**src/rtl/synth_prog_pkg.sv**
```systemverilog
package synth_prog_pkg;
  localparam int WORD_W = 22;
  localparam int NUM_LATCH = 4;
  localparam int ADDR_W = 2;

  typedef enum logic [ADDR_W-1:0] {
    SEL_IF_REF = 2'b00,
    SEL_IF_DIV = 2'b01,
    SEL_RF_REF = 2'b10,
    SEL_RF_DIV = 2'b11
  } latch_sel_e;

  // reference layout
  localparam int REF_CNT_LO = 2;
  localparam int REF_CNT_W = 14;
  localparam int REF_POL_BIT = 16;
  localparam int REF_CUR_BIT = 17;
  localparam int REF_TRI_BIT = 18;

  // divider layout
  localparam int SWAL_LO = 2;
  localparam int SWAL_W = 6;
  localparam int MAIN_LO = 8;
  localparam int MAIN_W = 11;
  localparam int PSC_BIT = 20;
  localparam int PDN_BIT = 21;
endpackage

```
**src/rtl/prog_pin_sync.sv**
```systemverilog
module prog_pin_sync #(
  parameter int WIDTH = 3,
  parameter int STAGES = 2
) (
  input  logic             clk,
  input  logic             rst_n,
  input  logic [WIDTH-1:0] pin_in,
  output logic [WIDTH-1:0] pin_sync
);
  logic [STAGES-1:0][WIDTH-1:0] chain;

  genvar s;
  generate
    for (s = 0; s < STAGES; s++) begin : g_stage
      always_ff @(posedge clk or negedge rst_n) begin
        if (!rst_n) chain[s] <= '0;
        else if (s == 0) chain[s] <= pin_in;
        else chain[s] <= chain[(s == 0) ? 0 : s-1];
      end
    end
  endgenerate

  assign pin_sync = chain[STAGES-1];
endmodule

```
**src/rtl/prog_shift_reg.sv**
```systemverilog
module prog_shift_reg
  import synth_prog_pkg::*;
(
  input  logic              clk,
  input  logic              rst_n,
  input  logic              shift_en,
  input  logic              din,
  output logic [WORD_W-1:0] word
);
  always_ff @(posedge clk or negedge rst_n) begin
    if (!rst_n) word <= '0;
    else if (shift_en) word <= {word[WORD_W-2:0], din};
  end

  // newest bit enters at the least significant end, older bits move up
  p_shift_in_r2: assert property (@(posedge clk) disable iff (!rst_n)
    shift_en |=> (word[0] == $past(din)) && (word[WORD_W-1:1] == $past(word[WORD_W-2:0])));
  // without a serial clock edge the word is frozen
  p_hold_word_r8: assert property (@(posedge clk) disable iff (!rst_n)
    !shift_en |=> $stable(word));
endmodule

```
**src/rtl/prog_latch_bank.sv**
```systemverilog
module prog_latch_bank
  import synth_prog_pkg::*;
(
  input  logic                               clk,
  input  logic                               rst_n,
  input  logic                               wr_en,
  input  logic [WORD_W-1:0]                  word,
  output logic [NUM_LATCH-1:0][WORD_W-1:0]   lat
);
  logic [NUM_LATCH-1:0] hit;

  genvar g;
  generate
    for (g = 0; g < NUM_LATCH; g++) begin : g_latch
      assign hit[g] = wr_en && (word[ADDR_W-1:0] == ADDR_W'(g));
      always_ff @(posedge clk or negedge rst_n) begin
        if (!rst_n) lat[g] <= '0;
        else if (hit[g]) lat[g] <= word;
      end
      // an unaddressed latch keeps its contents
      p_keep_other_r7: assert property (@(posedge clk) disable iff (!rst_n)
        !hit[g] |=> $stable(lat[g]));
      // the addressed latch takes the whole word
      p_take_word_r3: assert property (@(posedge clk) disable iff (!rst_n)
        hit[g] |=> lat[g] == $past(word));
    end
  endgenerate

  // at most one latch per strobe
  p_one_target_r7: assert property (@(posedge clk) disable iff (!rst_n) $onehot0(hit));
endmodule

```
**src/rtl/synth_prog_if.sv**
```systemverilog
module synth_prog_if
  import synth_prog_pkg::*;
#(
  parameter int SYNC_STAGES = 2
) (
  input  logic        clk,
  input  logic        rst_n,
  input  logic        ser_clk,
  input  logic        ser_data,
  input  logic        ser_le,
  output logic [13:0] if_ref_cnt,
  output logic        if_pol_pos,
  output logic        if_cp_high,
  output logic        if_cp_tri,
  output logic [5:0]  if_swal_cnt,
  output logic [10:0] if_main_cnt,
  output logic        if_psc_sel,
  output logic        if_pdown,
  output logic [13:0] rf_ref_cnt,
  output logic        rf_pol_pos,
  output logic        rf_cp_high,
  output logic        rf_cp_tri,
  output logic [5:0]  rf_swal_cnt,
  output logic [10:0] rf_main_cnt,
  output logic        rf_psc_sel,
  output logic        rf_pdown
);
  logic [2:0] pins_s;
  logic       sclk_d, le_d;
  logic       sclk_rise, le_rise;
  logic [WORD_W-1:0] word;
  logic [NUM_LATCH-1:0][WORD_W-1:0] lat;

  prog_pin_sync #(.WIDTH(3), .STAGES(SYNC_STAGES)) u_sync (
    .clk(clk), .rst_n(rst_n),
    .pin_in({ser_le, ser_data, ser_clk}),
    .pin_sync(pins_s)
  );

  always_ff @(posedge clk or negedge rst_n) begin
    if (!rst_n) begin
      sclk_d <= 1'b0;
      le_d   <= 1'b0;
    end else begin
      sclk_d <= pins_s[0];
      le_d   <= pins_s[2];
    end
  end

  assign sclk_rise = pins_s[0] & ~sclk_d;
  assign le_rise   = pins_s[2] & ~le_d;

  // an edge detector fires for one cycle per edge
  p_le_single_r8: assert property (@(posedge clk) disable iff (!rst_n)
    le_rise |=> !le_rise);
  p_sclk_single_r2: assert property (@(posedge clk) disable iff (!rst_n)
    sclk_rise |=> !sclk_rise);

  prog_shift_reg u_shift (
    .clk(clk), .rst_n(rst_n),
    .shift_en(sclk_rise), .din(pins_s[1]),
    .word(word)
  );

  prog_latch_bank u_bank (
    .clk(clk), .rst_n(rst_n),
    .wr_en(le_rise), .word(word),
    .lat(lat)
  );

  assign if_ref_cnt  = lat[SEL_IF_REF][REF_CNT_LO +: REF_CNT_W];
  assign if_pol_pos  = lat[SEL_IF_REF][REF_POL_BIT];
  assign if_cp_high  = lat[SEL_IF_REF][REF_CUR_BIT];
  assign if_cp_tri   = lat[SEL_IF_REF][REF_TRI_BIT];
  assign if_swal_cnt = lat[SEL_IF_DIV][SWAL_LO +: SWAL_W];
  assign if_main_cnt = lat[SEL_IF_DIV][MAIN_LO +: MAIN_W];
  assign if_psc_sel  = lat[SEL_IF_DIV][PSC_BIT];
  assign if_pdown    = lat[SEL_IF_DIV][PDN_BIT];
  assign rf_ref_cnt  = lat[SEL_RF_REF][REF_CNT_LO +: REF_CNT_W];
  assign rf_pol_pos  = lat[SEL_RF_REF][REF_POL_BIT];
  assign rf_cp_high  = lat[SEL_RF_REF][REF_CUR_BIT];
  assign rf_cp_tri   = lat[SEL_RF_REF][REF_TRI_BIT];
  assign rf_swal_cnt = lat[SEL_RF_DIV][SWAL_LO +: SWAL_W];
  assign rf_main_cnt = lat[SEL_RF_DIV][MAIN_LO +: MAIN_W];
  assign rf_psc_sel  = lat[SEL_RF_DIV][PSC_BIT];
  assign rf_pdown    = lat[SEL_RF_DIV][PDN_BIT];

  // outputs move only in the cycle after a strobe edge
  p_out_hold_r8: assert property (@(posedge clk) disable iff (!rst_n)
    !le_rise |=> $stable({if_ref_cnt, if_swal_cnt, if_main_cnt, if_pdown,
                          rf_ref_cnt, rf_swal_cnt, rf_main_cnt, rf_pdown}));

  // lat bits 19 and word-wide reserved bits feed no output
  logic unused_bits;
  assign unused_bits = ^{lat[0][21:19], lat[0][1:0], lat[1][19], lat[1][1:0],
                         lat[2][21:19], lat[2][1:0], lat[3][19], lat[3][1:0]};
endmodule

```
**config.mk**
```make
export PLATFORM = sky130hd
export DESIGN_NAME = synth_prog_if
export DESIGN_NICKNAME = d
export VERILOG_FILES = /design/src/rtl/synth_prog_pkg.sv /design/src/rtl/prog_pin_sync.sv /design/src/rtl/prog_shift_reg.sv /design/src/rtl/prog_latch_bank.sv /design/src/rtl/synth_prog_if.sv
export SDC_FILE = /design/constraint.sdc
export NUM_CORES = 1
export LEC_CHECK = 0
export BUFFER_PORTS_ARGS = -buffer_cell sky130_fd_sc_hd__clkbuf_2
export CAP_MARGIN = 40
export CORE_MARGIN = 4
export CORE_UTILIZATION = 51
export CTS_BUF_LIST = sky130_fd_sc_hd__clkbuf_2 sky130_fd_sc_hd__clkbuf_4 sky130_fd_sc_hd__clkbuf_8
export DETAILED_ROUTE_END_ITERATION = 7
export GPL_ROUTABILITY_DRIVEN = 0
export HOLD_SLACK_MARGIN = 0.1
export PLACE_DENSITY = 0.84
export SLEW_MARGIN = 10
export SYNTH_ARGS = -nofsm -noshare
export SYNTH_HDL_FRONTEND = slang
export SYNTH_SLANG_ARGS = --single-unit
```
**constraint.sdc**
```tcl
create_clock -name clk -period 1.58 [get_ports clk]
set_input_delay 0 -clock clk [delete_from_list [all_inputs] [get_ports clk]]
set_output_delay 0 -clock clk [all_outputs]
set_load 0.01 [all_outputs]
```
==> flow_summary_export.csv <==
group,metric,value,unit
status,status,"finished, final reports clean",
logic_synthesis,syn_area,3750,µm²
global_routing,gr-total-overflow,0,
worst_setup_path,cp_max_fo,9,
floorplan,start_util,52.0,%
clock_network,cts_resized,0,
worst_setup_path,worst-r2r-setup-slack,0.11,ns
global_routing,grt_pass1_wl,11300,µm
sta,rsz0062_at_grt,"false",
worst_setup_path,cp-startpoint,"u_shift.word[0]",
global_routing,first_global_vias,2179,
power,leakage,2.34,nW
sta,max_freq,0.680,GHz
sta,slew_headroom,68.6,%
worst_setup_path,cp-start-kind,"flip-flop",
logic_synthesis,syn_nets,215,
final_layout,drive_gt1_share,65.5,%
floorplan,io_pins,77,
logic_synthesis,synth_top_area_share,68.0,%
floorplan,num_rows,31,
route,top_layer,"met4",
route,firstDrtPassIters,4,
clock_network,cts_tree,"yes",
power,peakVddDrop,0.618,mV
flow_run,max-cap-violations,0,
placed_design,dpl_worst_slack,0.105,ns
worst_setup_path,critPathKind,"reg -> reg",
worst_setup_path,end_kind,"flip-flop",
sta,hold_viol,0,
route,drtIter0Drc,66,
sta,whs,0.130,ns
sta,finalCritPeriodShare,93.1,%
route,wl_met2,3390,µm
clock_network,ctsHtreeMaxLevel,3,
sta,finalSetupTns,0,ns
global_routing,grt_max_degree,37,
logic_synthesis,synth-seq-cells,102,
logic_synthesis,netlist_instances,210,
floorplan,dieArea,8790,µm²
route,via_per_inst,5.12,
global_routing,grt_use_total,16.5,%
logic_synthesis,synthFlopType,"dfrtp_1",
logic_synthesis,syn_avg_cell_area,17.9,µm²
route,wl_met1,3040,µm
logic_synthesis,ys_seq_area_share,68.0,%
worst_setup_path,cp.required,1.81,ns
clock_network,cts_setup_buffers,0,
sta,fin_ws,0.109,ns
final_layout,fin_util,63.4,%
route,vias,2095,
final_layout,num_antenna_cells,0,
worst_setup_path,arrival,1.70,ns
route,avgRoutedWirePerCell,16.7,µm
power,p_total,7.39,mW
logic_synthesis,synth_edf_count,0,
route,drc_errors,0,
placed_design,io_buffers,76,
worst_setup_path,r2r_start,"u_shift.word[0]",
clock_network,numCtsBuffers,9,
final_layout,final_nets,310,
logic_synthesis,synth_area_leaders,"dfrtp_1 68%, mux2_2 28%, buf_6 1.5%",
floorplan,placeableCoreArea,7210,µm²
power,power_density,1620,nW/µm²
clock_network,clock_sinks,102,
clock_network,clockBufferDepth,2,
floorplan,die_w,93.8,µm
route,wl,6840,µm
logic_synthesis,ys_types,8,
logic_synthesis,synth_warnings,0,
final_layout,fillers,576,
logic_synthesis,synth_top_area_cell,"dfrtp_1",
sta,worst_pin_slew,0.471,ns
worst_setup_path,timing.rr.end,"u_bank.lat[4]",
logic_synthesis,synth_most_common_cell,"dfrtp_1",
route,wl_met3,328,µm
clock_network,clk_latency,0.35,ns
sta,drv_slew,0,
placed_design,dp_hpwl,4810,µm
global_routing,antenna_found_initial,0,
logic_synthesis,async_flop_share,100,%
worst_setup_path,worstRegToRegCells,3,
sta,fin_skew,0.0120,ns
clock_network,clkTransAtPathRegs,0.10,ns
floorplan,die_h,93.8,µm
final_layout,syn2layout_area_growth,21.8,%
route,drtAntennaViolNets,0,
clock_network,clock-root-buffer,"clkbuf_8",
sta,setup_viol,0,
logic_synthesis,synth_common_cells,"102 x dfrtp_1, 94 x mux2_2, 5 x buf_6",
sta,finalCriticalPeriod,1.47,ns
worst_hold_path,worstHoldPathType,"in -> async",
==> critical path, stage by stage (launching register included) <==
cell and delay, ns:
dfrtp_1 0.45, nor4b_4 0.31, buf_4 0.25, mux2_2 0.36
==> cells in the final DEF (no fill, tap or decap) <==
master	n
buf_12	4
clkbuf_4	2
nand4b_1	1
clkinv_4	2
dlygate4sd3_1	4
clkinvlp_4	1
nor4b_4	1
mux2_2	94
clkbuf_2	75
buf_4	10
dfrtp_1	102
bufinv_16	1
clkbuf_8	9
nor2b_2	1
and4bb_2	2
clkinv_2	1
==> how the worst max path moves through the flow <==
stage                                 to  slack [ns]
after CTS                  u_bank.lat[4]         0.1
after global placement    u_bank.lat[59]        0.15
after detailed placement  u_bank.lat[55]        0.11
after global routing       u_bank.lat[4]        0.04
final                      u_bank.lat[4]        0.11
after floorplan           u_bank.lat[10]        0.02
==> kinds of logic (layout without fill, tap and decap cells) <==
kind of cell / count (synthesis) / after routing / share of synthesized area, %
flops: 102 / 102 / 68.0
simple gates: 5 / 5 / 1.70
mux: 94 / 94 / 28.2
buf+inv: 9 / 109 / 2.03
==> sequential cells by signal, summed over array words and instances (netlist names) <==
signal / cells
u_sync.chain: 3
u_sync.pin_sync: 3
sclk_d: 1
u_bank.lat: 72
u_shift.word: 22
le_d: 1
==> where the power goes <==
part           internal (mW)  switching [mW]  total, mW
clock                  0.772           0.858       1.63
combinational           1.02           0.796       1.81
sequential              3.36           0.589       3.95
==> per-layer routing <==
layer  GRT usage, %  vias to the layer above
li1               -                      933
met1           23.1                     1101
met2           25.9                       54
met3           4.01                        7
met4           4.69                        0
met5              0                        -
==> final cells by class <==
type / count / area, µm² / share of cell area, %
Clock buffer: 11 / 139 / 3.04
Sequential cell: 102 / 2550 / 55.8
Clock inverter: 5 / 60.1 / 1.31
Timing Repair Buffer: 93 / 571 / 12.5
Multi-Input combinational cell: 99 / 1120 / 24.6
Tap cell: 99 / 124 / 2.71
==> per-stage QoR <==
step,instances,instance area (µm²)
floorplan,210,3750
global placement,389,4330
detailed placement,389,4330
CTS,409,4570
global route,409,4570
finish,409,4570
==> timing repair <==
| action | CTS | global route |
|---|---|---|
| hold buffers | 4 | 0 |
| hold endpoints to repair | 105 | 0 |
| setup endpoints to repair | 0 | 0 |
No activity file was read; power rests on OpenSTA's default activity.
